[config.mk]
export PLATFORM = sky130hd
export DESIGN_NAME = status_flag_unit
export DESIGN_NICKNAME = d
export VERILOG_FILES = /design/src/rtl/sfu_pkg.sv /design/src/rtl/sfu_op_decode.sv /design/src/rtl/sfu_mode_gate.sv /design/src/rtl/sfu_byte_map.sv /design/src/rtl/status_flag_unit.sv
export SDC_FILE = /design/constraint.sdc
export NUM_CORES = 1
export LEC_CHECK = 0
export ABC_AREA = 1
export CORE_ASPECT_RATIO = 0.75
export CORE_MARGIN = 2
export CORE_UTILIZATION = 32
export DETAILED_ROUTE_END_ITERATION = 10
export PLACE_DENSITY = 0.65
export SLEW_MARGIN = 0
export SYNTH_ARGS = -nofsm -noshare
export SYNTH_HDL_FRONTEND = slang
export SYNTH_SLANG_ARGS = --single-unit
export TNS_END_PERCENT = 20
[constraint.sdc]
create_clock -name clk -period 1.4 [get_ports clk]
set_input_delay 0.14 -clock clk [delete_from_list [all_inputs] [get_ports clk]]
set_output_delay 0.14 -clock clk [all_outputs]
set_load 0.02 [all_outputs]
[src/rtl/sfu_pkg.sv]
package sfu_pkg;

    localparam int FLAG_N   = 5;
    localparam int BYTE_W   = 8;
    localparam int CODE_W   = 3;
    localparam int OP_COUNT = 5;

    // fixed positions inside the accumulator byte image
    localparam int POS_S = 7;
    localparam int POS_Z = 6;
    localparam int POS_A = 4;
    localparam int POS_P = 2;
    localparam int POS_C = 0;
    localparam int POS_R1 = 1;
    localparam int POS_R3 = 3;
    localparam int POS_R5 = 5;

    typedef enum logic [CODE_W-1:0] {
        OP_NONE   = 3'd0,
        OP_LOADB  = 3'd1,
        OP_STOREB = 3'd2,
        OP_CLRC   = 3'd3,
        OP_SETC   = 3'd4,
        OP_CPLC   = 3'd5
    } op_e;

    // packed order gives sign at bit 4 down to carry at bit 0
    typedef struct packed {
        logic s;
        logic z;
        logic a;
        logic p;
        logic c;
    } flags_t;

    function automatic logic is_xfer(op_e op);
        return (op == OP_LOADB) || (op == OP_STOREB);
    endfunction

    function automatic logic is_carry_op(op_e op);
        return (op == OP_CLRC) || (op == OP_SETC) || (op == OP_CPLC);
    endfunction

endpackage

[src/rtl/sfu_op_decode.sv]
module sfu_op_decode
    import sfu_pkg::*;
#(
    parameter bit ONE_HOT = 1'b0,
    parameter int REQ_W   = ONE_HOT ? OP_COUNT : CODE_W
) (
    input  logic [REQ_W-1:0] req,
    output op_e              op
);

    generate
        if (ONE_HOT) begin : g_onehot
            always_comb begin
                op = OP_NONE;
                if ($countones(req) == 1) begin
                    for (int i = 0; i < OP_COUNT; i++) begin
                        if (req[i]) op = op_e'(CODE_W'(i + 1));
                    end
                end
            end
            // a legal single-bit request never decodes to no-op
            always_comb begin
                if ($countones(req) == 1) a_r10_onehot_decodes: assert (op != OP_NONE);
            end
        end else begin : g_coded
            always_comb begin
                case (req)
                    3'd1:    op = OP_LOADB;
                    3'd2:    op = OP_STOREB;
                    3'd3:    op = OP_CLRC;
                    3'd4:    op = OP_SETC;
                    3'd5:    op = OP_CPLC;
                    default: op = OP_NONE;
                endcase
            end
        end
    endgenerate

endmodule

[src/rtl/sfu_mode_gate.sv]
module sfu_mode_gate
    import sfu_pkg::*;
(
    input  op_e  op,
    input  logic long_mode,
    input  logic xfer_en,
    output logic present,
    output logic exec,
    output logic fault
);

    logic blocked;

    always_comb begin
        present = (op != OP_NONE);
        blocked = is_xfer(op) && long_mode && !xfer_en;
        exec    = present && !blocked;
        fault   = blocked;
    end

    // carry operations are legal in every mode
    always_comb begin
        if (is_carry_op(op)) a_r11_carry_never_faults: assert (!fault && exec);
    end

endmodule

[src/rtl/sfu_byte_map.sv]
module sfu_byte_map
    import sfu_pkg::*;
(
    input  flags_t             flags,
    input  logic [BYTE_W-1:0]  byte_in,
    output logic [BYTE_W-1:0]  image,
    output flags_t             unpacked
);

    logic unused_rsv_bits;

    always_comb begin
        image         = '0;
        image[POS_S]  = flags.s;
        image[POS_Z]  = flags.z;
        image[POS_A]  = flags.a;
        image[POS_P]  = flags.p;
        image[POS_C]  = flags.c;
        image[POS_R1] = 1'b1;
        image[POS_R3] = 1'b0;
        image[POS_R5] = 1'b0;

        unpacked.s = byte_in[POS_S];
        unpacked.z = byte_in[POS_Z];
        unpacked.a = byte_in[POS_A];
        unpacked.p = byte_in[POS_P];
        unpacked.c = byte_in[POS_C];

        unused_rsv_bits = ^{byte_in[POS_R1], byte_in[POS_R3], byte_in[POS_R5]};
    end

endmodule

[src/rtl/status_flag_unit.sv]
module status_flag_unit
    import sfu_pkg::*;
#(
    parameter bit ONE_HOT = 1'b0,
    parameter int REQ_W   = ONE_HOT ? OP_COUNT : CODE_W
) (
    input  logic                clk,
    input  logic                rst,
    input  logic [REQ_W-1:0]    op_req,
    input  logic [BYTE_W-1:0]   acc_hi_in,
    input  logic                long_mode,
    input  logic                xfer_en,
    input  logic                alu_upd,
    input  logic [FLAG_N-1:0]   alu_flags,
    output logic [FLAG_N-1:0]   flags_o,
    output logic [BYTE_W-1:0]   acc_hi_out,
    output logic                acc_hi_we,
    output logic                ud_fault
);

    typedef struct packed {
        flags_t              flags;
        logic [BYTE_W-1:0]   acc;
        logic                we;
        logic                fault;
    } state_t;

    state_t             st_d, st_q;
    op_e                op;
    logic               present, exec, fault;
    logic [BYTE_W-1:0]  image;
    flags_t             unpacked;

    sfu_op_decode #(.ONE_HOT(ONE_HOT), .REQ_W(REQ_W)) u_dec (
        .req (op_req),
        .op  (op)
    );

    sfu_mode_gate u_gate (
        .op        (op),
        .long_mode (long_mode),
        .xfer_en   (xfer_en),
        .present   (present),
        .exec      (exec),
        .fault     (fault)
    );

    sfu_byte_map u_map (
        .flags    (st_q.flags),
        .byte_in  (acc_hi_in),
        .image    (image),
        .unpacked (unpacked)
    );

    always_comb begin
        st_d       = st_q;
        st_d.we    = 1'b0;
        st_d.fault = fault;
        if (present) begin
            if (exec) begin
                case (op)
                    OP_LOADB: begin
                        st_d.acc = image;
                        st_d.we  = 1'b1;
                    end
                    OP_STOREB: st_d.flags   = unpacked;
                    OP_CLRC:   st_d.flags.c = 1'b0;
                    OP_SETC:   st_d.flags.c = 1'b1;
                    OP_CPLC:   st_d.flags.c = ~st_q.flags.c;
                    default:   st_d.flags   = st_q.flags;
                endcase
            end
        end else if (alu_upd) begin
            st_d.flags = flags_t'(alu_flags);
        end
    end

    always_ff @(posedge clk) begin
        if (rst) st_q <= '0;
        else     st_q <= st_d;
    end

    assign flags_o    = st_q.flags;
    assign acc_hi_out = st_q.acc;
    assign acc_hi_we  = st_q.we;
    assign ud_fault   = st_q.fault;

    // a faulted request leaves the flags as they were
    a_r6_fault_keeps_flags: assert property (@(posedge clk) disable iff (rst)
        ud_fault |-> (flags_o == $past(flags_o)));

    // a fault and a byte write never coincide
    a_r6_fault_no_write: assert property (@(posedge clk) disable iff (rst)
        !(ud_fault && acc_hi_we));

    // a byte load does not disturb the flags
    a_r4_load_keeps_flags: assert property (@(posedge clk) disable iff (rst)
        acc_hi_we |-> (flags_o == $past(flags_o)));

    // the reserved image positions read 1, 0, 0
    a_r4_image_reserved: assert property (@(posedge clk) disable iff (rst)
        acc_hi_we |-> (acc_hi_out[POS_R1] && !acc_hi_out[POS_R3] && !acc_hi_out[POS_R5]));

    // carry instructions leave the upper four flags alone
    a_r5_carry_only: assert property (@(posedge clk) disable iff (rst)
        is_carry_op(op) |=> $stable(flags_o[FLAG_N-1:1]));

    // ALU data is not taken while an instruction is requested
    a_r9_instr_wins: assert property (@(posedge clk) disable iff (rst)
        (present && !exec) |=> $stable(flags_o));

endmodule

# After elaboration in Yosys (flattened, before gate mapping)
# Index checks and enable logic that the tools add are counted.
# W data, S select, Z words.
[totals] word_cells=43 in_bits=21 ff_bits=13 out_inout_bits=15
[classes] bitwise=3 n_reduce_logical=12 muxes=7 eq_ne=13
[op_table] cell="$pmux W3 S5" count=1
[op_table] cell="$mux W14" count=1
[op_table] cell="$eq A3 B2 Y1 const B" count=4
[op_table] cell="$eq A3 B3 Y1 const B" count=4
[op_table] cell="$mux W5" count=2
[op_table] cell="$mux W9" count=1
[op_table] cell="$reduce_and A3 Y1" count=3
[op_table] cell="$eq A3 B1 Y1 const B" count=2
[op_table] cell="$ne A5 B1 Y1 const B" count=1
[op_table] cell="$mux W4" count=1
[op_table] cell="$ne A2 B1 Y1 const B" count=2
[op_table] cell="$pmux W1 S4" count=1
[op_table] cell="$logic_and A1 B1 Y1" count=3
[op_table] cell="$not A1 Y1" count=3
[op_table] cell="$reduce_bool A3 Y1" count=1
[op_table] cell="$reduce_or A3 Y1" count=1
[op_table] cell="$logic_not A1 Y1" count=2
[op_table] cell="$reduce_bool A2 Y1" count=1
[op_table] cell="$logic_or A1 B1 Y1" count=1

# Depth between registers and ports, before layout
# Gate-level depths: netlist (run 1).
[depth] ltp_word=10 depth_mapped=12 depth_no_buf=12

# Modules after synthesis
# Synthesis (run 1) repeated with hierarchy kept, for this count alone.
[unflattened] cells_unflattened=132 area_unflattened_um2=887.1
[modules_own_cells] module="status_flag_unit" seq_area_each_um2=300.3 area_per_inst_um2=684.4 cells_per_inst=99 instances=1
[modules_own_cells] module="sfu_byte_map" seq_area_each_um2=0.0 area_per_inst_um2=105.1 cells_per_inst=15 instances=1
[modules_own_cells] module="sfu_mode_gate" seq_area_each_um2=0.0 area_per_inst_um2=73.8 cells_per_inst=12 instances=1
[modules_own_cells] module="sfu_op_decode" seq_area_each_um2=0.0 area_per_inst_um2=23.8 cells_per_inst=6 instances=1

# Worst setup path after synthesis (run 1)
# Ideal clock, no wire load.
[synth_path] path_kind="input to register" startpoint="input op_req[1]" endpoint="register st_q, in the netlist acc_hi_out[4]" n_path_buf=1 setup_ns=0.138 required_ns=1.262 slack_ns=0.148 path_stages=7 t_arrival_ns=1.114 path_cell_list="inv_1 > ha_1 > nor2_1 > nand4_1 > buf_2 > nor2_1 > a211oi_2"
[synth_via] elab_chain_cells=9 word_cells_on_any_way=15 cone_classes="7 x eq/ne; 1 x mux; 7 x reduce/logical"
[synth_lines] element="from (decl)" line="status_flag_unit.sv:9" text="input logic [REQ_W-1:0] op_req,"
[synth_lines] element="$eq A3 B3 Y1, or another cell as far along" line="sfu_op_decode.sv:27" text="case (req)"
[synth_lines] element="$pmux W3 S5 (*)" line="sfu_op_decode.sv:27"
[synth_lines] element="$eq A3 B1 Y1 or $eq A3 B2 Y1 (tied branches)" line="sfu_pkg.sv:37, status_flag_unit.sv:61"
[synth_lines] element="$logic_or A1 B1 Y1" line="sfu_pkg.sv:37" text="return (op == OP_LOADB) || (op == OP_STOREB);"
[synth_lines] element="$logic_and A1 B1 Y1 (2 in a row)" line="sfu_mode_gate.sv:16" text="blocked = is_xfer(op) && long_mode && !xfer_en;"
[synth_lines] element="$logic_not A1 Y1" line="sfu_mode_gate.sv:17" text="exec = present && !blocked;"
[synth_lines] element="$logic_and A1 B1 Y1" line="sfu_mode_gate.sv:17"
[synth_lines] element="$reduce_and A3 Y1 (no source line) (*)"
[synth_lines] element="to (signal assigned)" line="status_flag_unit.sv:80" text="else st_q <= st_d;"
[synth_lines] element="to (decl)" line="status_flag_unit.sv:28" text="state_t st_d, st_q;"
# Every way passes the cells marked *; elsewhere a longest branch is shown, timed or not.
# A chain may end at the register's enable or synchronous reset.

# Final worst setup path (run 1)
[layout_path] startpoint="register st_q, in the netlist acc_hi_out[4]" endpoint="output acc_hi_out[4]"
[layout_lines] element="to (decl)" line="status_flag_unit.sv:16" text="output logic [BYTE_W-1:0] acc_hi_out,"
# No word-level cell between the ends.

==> results.toml, run 1 <==
[die]
die_area_sq_um = 3070
core-area_sq_um = 2560
rows = 16
ioPinCount = 36
die_height_um = 48.5
die_w_um = 63.3
initial_utilization_pct = 33.0

[placement]
place_ws_ns = -0.620
io_buffers = 30
dpl.cell_count = 186
gp_congestion = 0.796
dp_hpwl_um = 1480

[worst_setup_path]
worst_setup_path_end_kind = "primary output"
crit_chain = "clkdlybuf4s50_1"
cp_num_buf_inv = 1
cp-start-kind = "flop"
critical_path_arrival_ns = 1.20
critical_path.max_fanout = 2
max_stage_delay_ns = 0.60
slowest_stage = "clkdlybuf4s50_1"
path_class = "flop to primary output"
cp.required_ns = 1.26
crit_family = "buffers and inverters"

[sta]
holdWs_ns = 0.449
grt_setup_unrepaired = "yes"
tns_ns = 0
finClkSkew_ns = 0.00383
finalSetupViolations = 0
hold_viol_final = 0
clock.fmax_ghz = 0.745
setup_ws_ns = 0.0571
fin_crit_sh_pct = 95.9
period_minus_slack_ns = 1.34
maxSlewViolCount = 0

[synthesis]
yosys.area_share.simple_pct = 35.6
synth_mux_area_share_pct = 0
syn_area_sq_um = 845
yosysSeqAreaShare_pct = 30.8
yosysTopAreaCell = "dfxtp_1"
netlist_instances = 115
synth_top_area_share_pct = 30.8
synth_compound_area_share_pct = 15.4
synth_xor_xnor_area_share_pct = 0
yosys.area_share.adder_pct = 4.44
yosysWarningCount = 0
synth_top_family_by_area = "simple AND/OR/NAND/NOR gates"
synth-seq-cells = 13
synth_area_per_cell_sq_um = 7.34
ys_types = 25
yosys-top-cells-area = "dfxtp_1, inv_1, nand2_1"

[drt]
drc = 0
first_pass_iters = 4
dr.first_iter.drc_count = 14
wl_um = 1790
ant_nets = 0
post_drt_wl_per_cell_um = 9.42
vias_per_cell = 4.13
num_vias = 785

[cts]
clock_latency_ns = 0.27
numCtsBuffers = 3
cts_tree = "built"
clk_pin_slew_ns = 0.07
cts_hold_buf = 0
clock_sinks = 13
clockBufferDepth = 2
root_buffer = "clkbuf_4"
postCtsSetupRepairBufs = 0
h-tree-depth = 1

[pwr]
p_per_area_nw_per_um2 = 789
p_leak_uw = 0.000663
peakVddDrop_v = 0.000359

[final_layout]
final_core_util_pct = 50.3
final_cell_mix = "nand2_1, clkdlybuf4s50_1, inv_1"
nFillCells = 258
area_growth_pct = 52.7
final_cells = 190
diodes = 0
drive_gt1_share_pct = 25.3
final_nets = 179

[global_route]
grt_max_degree = 14
grt.overflow.total = 0
track_usage_pct = 12.5
grt_pass1_wl_um = 3020
grt_pass1_vias = 713
grt_antenna_before_repair = 0

[run]
drv_cap = 0

[hold_path]
holdCritPathClass = "flop to flop"

[outcome]
outcome = "finished, final reports clean"
[layout make-up]
| class | count | area, sq um | area share (%) |
|---|---|---|---|
| multi-input combinational | 76 | 503 | 39.0 |
| timing repair buffer | 38 | 367 | 28.4 |
| sequential | 13 | 260 | 20.2 |
| inverter | 23 | 88.8 | 6.89 |
| tap | 36 | 45.0 | 3.49 |
| clock buffer | 4 | 26.3 | 2.04 |
[stage by stage]
step / cell area, sq um / total power, uW
CTS: 1270 / 1030
finish: 1290 / 1020
global route: 1290 / 1090
global placement: 1230 / 801
detailed placement: 1230 / 808
floorplan: 848 / 651
[sequential cells by signal, indices dropped and copies added (netlist names)]
signal and flops:
acc_hi_we 1, acc_hi_out 6, ud_fault 1, flags_o 5
[synthesized netlist by cell type, drive strengths merged]
master	n
nand2	27
inv	23
nor2	19
dfxtp	13
nand3	11
a21oi	5
a211oi	4
buf	3
ha	3
or2	2
clkbuf	1
conb	1
nand4	1
o211ai	1
o21ai	1
[per-layer routing]
layer / track usage, % / share of wire (%) / wire length, um / vias up
met5: 0 / 0 / 0 / -
met4: 4.35 / 1.2 / 21 / 0
met3: 4.19 / 4.6 / 82 / 4
met2: 19.6 / 46 / 824 / 23
met1: 16.1 / 48 / 862 / 330
li1: - / - / - / 428
[worst paths after layout]
check	slack, ns	startpoint	endpoint	cells past startpoint
setup / recovery	0.06	acc_hi_out[4]$_SDFFE_PP0P_	acc_hi_out[4]	1
hold / removal	0.45	acc_hi_out[1]$_SDFFE_PP0P_	acc_hi_out[1]$_SDFFE_PP0P_	2
setup reg to reg	0.47	flags_o[0]$_SDFFE_PP0P_	flags_o[0]$_SDFFE_PP0P_	9
hold reg to reg	0.45	acc_hi_out[1]$_SDFFE_PP0P_	acc_hi_out[1]$_SDFFE_PP0P_	2
[cells by family (layout without fill, tap and decap cells)]
group,Yosys count,in the layout
adder cells (fa/ha/maj),3,3
buffers and inverters,27,65
flip-flops,13,13
AO/OA/AOI/OAI,11,11
other,1,2
AND/OR/NAND/NOR,60,60
[timing repair]
item	in CTS	in global routing
pin swaps	1	2
gates resized for setup	12	6
endpoints found under the setup margin	16	9
[where the power goes]
group	switching, uW	internal [uW]	leakage (uW)
sequential	17.2	399	0.000107
combinational	206	173	0.000541
clock	111	110	0.0000150
(Power assumes the default switching activity.)
==> inputs of run 2 (changes only) <==
CORE_MARGIN = 3   (was 2)
CORE_UTILIZATION = 41   (was 32)
PLACE_DENSITY = 0.8   (was 0.65)
==> results.toml, run 2 (synthesis results as in run 1) <==
[outcome]
outcome = "finished, final reports clean"

[worst_setup_path]
crit_family = "buffers and inverters"
critical_path_arrival_ns = 1.21
critical_path.max_fanout = 2
crit_chain = "clkdlybuf4s50_1"
slowest_stage = "clkdlybuf4s50_1"
cp_num_buf_inv = 1
cp-start-kind = "flop"
worst_setup_path_end_kind = "primary output"
cp.required_ns = 1.26
max_stage_delay_ns = 0.61
path_class = "flop to primary output"

[die]
die_height_um = 45.3
core-area_sq_um = 1840
die_area_sq_um = 2650
initial_utilization_pct = 45.9
ioPinCount = 36
die_w_um = 58.4
rows = 13

[drt]
vias_per_cell = 5.12
dr.first_iter.drc_count = 35
ant_nets = 0
post_drt_wl_per_cell_um = 13.8
drc = 0
num_vias = 952
wl_um = 2570
first_pass_iters = 6

[global_route]
grt.overflow.total = 0
grt_pass1_vias = 831
track_usage_pct = 18.5
grt_antenna_before_repair = 0
grt_max_degree = 14
grt_pass1_wl_um = 3640

[final_layout]
largest_reg_flops = 6
final_core_util_pct = 75.2
final_nets = 189
area_growth_pct = 63.6
diodes = 0
final_cell_mix = "nand2_1, clkdlybuf4s50_1, inv_1"
finalInstanceArea_sq_um = 1380
drive_gt1_share_pct = 32.3

[sta]
finClkSkew_ns = 0.000323
fin_crit_sh_pct = 96.4
maxSlewViolCount = 0
finalSetupViolations = 0
period_minus_slack_ns = 1.35
hold_viol_final = 0
clock.fmax_ghz = 0.741
holdWs_ns = 0.452

[cts]
root_buffer = "clkbuf_4"
clockBufferDepth = 2
h-tree-depth = 1
clk_pin_slew_ns = 0.08
numCtsBuffers = 3
cts_tree = "built"
clock_latency_ns = 0.27
clock_sinks = 13

[pwr]
p_leak_uw = 0.000723
peakVddDrop_v = 0.000552
power_uw = 1110
p_per_area_nw_per_um2 = 802

[placement]
gp_congestion = 0.775
io_buffers = 30
dp_hpwl_um = 1650
placed_area_sq_um = 1230

[run]
drv_cap = 0

[hold_path]
holdCritPathClass = "flop to flop"
==> run 2: area by class of cell <==
class	count	area, sq um
multi-input cells	76	537
clock buffers	4	26.3
fillers	133	457
flip-flops and latches	13	260
repair buffers	48	439
inverters	23	91.3
well taps	22	27.5
==> run 2: worst register-to-register path: cells and delay by family (launching register included) <==
kind                   cells  cell delay [ns]
DFF                        1             0.37
and+or+nand+nor            7             0.45
buffers and inverters      2             0.07
==> run 2: worst paths after layout <==
check / start / endpoint / slack [ns] / depth (start not counted)
setup / recovery: acc_hi_out[1]$_SDFFE_PP0P_ / acc_hi_out[1] / 0.05 / 1
hold / removal: acc_hi_out[1]$_SDFFE_PP0P_ / acc_hi_out[1]$_SDFFE_PP0P_ / 0.45 / 2
setup reg to reg: flags_o[0]$_SDFFE_PP0P_ / flags_o[0]$_SDFFE_PP0P_ / 0.42 / 9
hold reg to reg: acc_hi_out[1]$_SDFFE_PP0P_ / acc_hi_out[1]$_SDFFE_PP0P_ / 0.45 / 2
==> run 2: metrics by stage <==
| step | std cells | setup WS, ns | setup TNS [ns] |
|---|---|---|---|
| 3_5_place_dp | 174 | -0.592 | -6.45 |
| 3_3_place_gp | 174 | -0.444 | -4.86 |
| 5_1_grt | 186 | -0.00217 | -0.00217 |
| 2_1_floorplan | 116 | 0.148 | 0 |
| 4_1_cts | 180 | 0.00368 | 0 |
| 6_report | 186 | 0.0500 | 0 |
==> run 2: report_power, final <==
group	switching, uW	total, uW	internal [uW]
Clock	123	234	111
Sequential	21.0	420	399
Combinational	244	453	210
==> run 2: metal layers <==
layer  wire [um]  GRT usage [%]
met1         948           21.6
met2        1370           30.7
met3         181           5.14
met4          68           10.2
met5           0              0
==> run 2: timing repair <==
action / 4_1_cts / 5_1_grt
endpoints found under the setup margin: 15 / 10
hold buffers: 0 / 0
pin swaps: 6 / 11
setup buffers: 2 / 6
gates resized for setup: 10 / 21
==> inputs of run 3 (changes only) <==
REMOVE_ABC_BUFFERS = 1   (was unset)
==> results.toml, run 3 (synthesis results as in run 1) <==
[die]
initial_utilization_pct = 45.9
die_height_um = 45.3
ioPinCount = 36
core-area_sq_um = 1840
die_w_um = 58.4
die_area_sq_um = 2650
rows = 13

[pwr]
p_per_area_nw_per_um2 = 814
p_leak_uw = 0.000639
peakVddDrop_v = 0.000582

[placement]
dp_hpwl_um = 1580
io_buffers = 30
gp_congestion = 0.807
place_ws_ns = -0.507
dpl.cell_count = 173

[cts]
root_buffer = "clkbuf_4"
clk_pin_slew_ns = 0.08
cts_tree = "built"
clockBufferDepth = 2
cts_hold_buf = 0
clock_sinks = 13
clock_latency_ns = 0.28
numCtsBuffers = 3
h-tree-depth = 1

[final_layout]
final_core_util_pct = 69.7
drive_gt1_share_pct = 27.1
layout_commonest_cell = "clkdlybuf4s50_1"
area_growth_pct = 51.7
final_cells = 177
diodes = 0
final_nets = 180
largest_reg_flops = 6
final_cell_mix = "clkdlybuf4s50_1, nand2_1, inv_1"

[worst_setup_path]
cp-start-kind = "flop"
cp.required_ns = 1.26
crit_chain = "clkdlybuf4s50_1"
max_stage_delay_ns = 0.62
critical_path_arrival_ns = 1.22
worst_setup_path_end_kind = "primary output"
crit_family = "buffers and inverters"
path_class = "flop to primary output"
rr_worst_depth = 9
cp_num_buf_inv = 1
slowest_stage = "clkdlybuf4s50_1"
crit_cells = 1
critical_path.max_fanout = 1

[run]
drv_cap = 0

[global_route]
grt_pass1_vias = 793
grt_max_degree = 14
grt.overflow.total = 0
grt_antenna_before_repair = 0
grt_pass1_wl_um = 3420
track_usage_pct = 17.2

[sta]
setup_ws_ns = 0.0352
fin_crit_sh_pct = 97.5
finClkSkew_ns = 0.00267
finalSetupViolations = 0
period_minus_slack_ns = 1.36
grt_setup_unrepaired = "yes"
hold_viol_final = 0
tns_ns = 0
maxSlewViolCount = 0
clock.fmax_ghz = 0.733

[drt]
drc = 0
first_pass_iters = 4
num_vias = 811
ant_nets = 0
vias_per_cell = 4.58
post_drt_wl_per_cell_um = 11.3
wl_um = 2000
dr.first_iter.drc_count = 5

[hold_path]
holdCritPathClass = "flop to flop"
hold_depth = 2

[outcome]
outcome = "finished, final reports clean"
[run 3: layer usage]
| metal | GRT usage [%] | vias up | wire (um) |
|---|---|---|---|
| met5 | 0 | - | 0 |
| met4 | 8.80 | 0 | 44 |
| met3 | 5.14 | 6 | 123 |
| met2 | 28.7 | 28 | 963 |
| met1 | 20.2 | 350 | 864 |
| li1 | - | 427 | - |
[run 3: per-stage QoR]
| step | total power, uW | cell area, sq um | hold WS (ns) |
|---|---|---|---|
| global route | 1110 | 1280 | 0.477 |
| CTS | 1040 | 1270 | 0.471 |
| detailed placement | 812 | 1220 | 0.458 |
| finish | 1040 | 1280 | 0.461 |
| global placement | 801 | 1220 | 0.436 |
| floorplan | 641 | 825 | 0.209 |
[run 3: path summary, 6_finish.rpt]
kind,start,endpoint,slack [ns]
setup / recovery,ud_fault$_SDFF_PP0_,ud_fault,0.04
hold / removal,acc_hi_out[1]$_SDFFE_PP0P_,acc_hi_out[1]$_SDFFE_PP0P_,0.46
hold reg to reg,acc_hi_out[1]$_SDFFE_PP0P_,acc_hi_out[1]$_SDFFE_PP0P_,0.46
setup reg to reg,flags_o[0]$_SDFFE_PP0P_,flags_o[0]$_SDFFE_PP0P_,0.46
[run 3: area by class of cell]
type | count | area, sq um
Multi-Input combinational cell | 76 | 513
Inverter | 23 | 93.8
Timing Repair Buffer | 39 | 360
Tap cell | 22 | 27.5
Sequential cell | 13 | 260
Fill cell | 163 | 557
Clock buffer | 4 | 26.3
[run 3: repair_timing]
action / 4_1_cts / 5_1_grt
buffers inserted: 0 / 0
resized for setup: 14 / 11
endpoints found under the setup margin: 18 / 6
endpoints found under the hold margin: 0 / 0
pin swaps: 5 / 7
[run 3: report_power, final]
part           switching (uW)  internal, uW
clock network             125           111
registers                19.7           399
logic                     214           174
total                     359           684
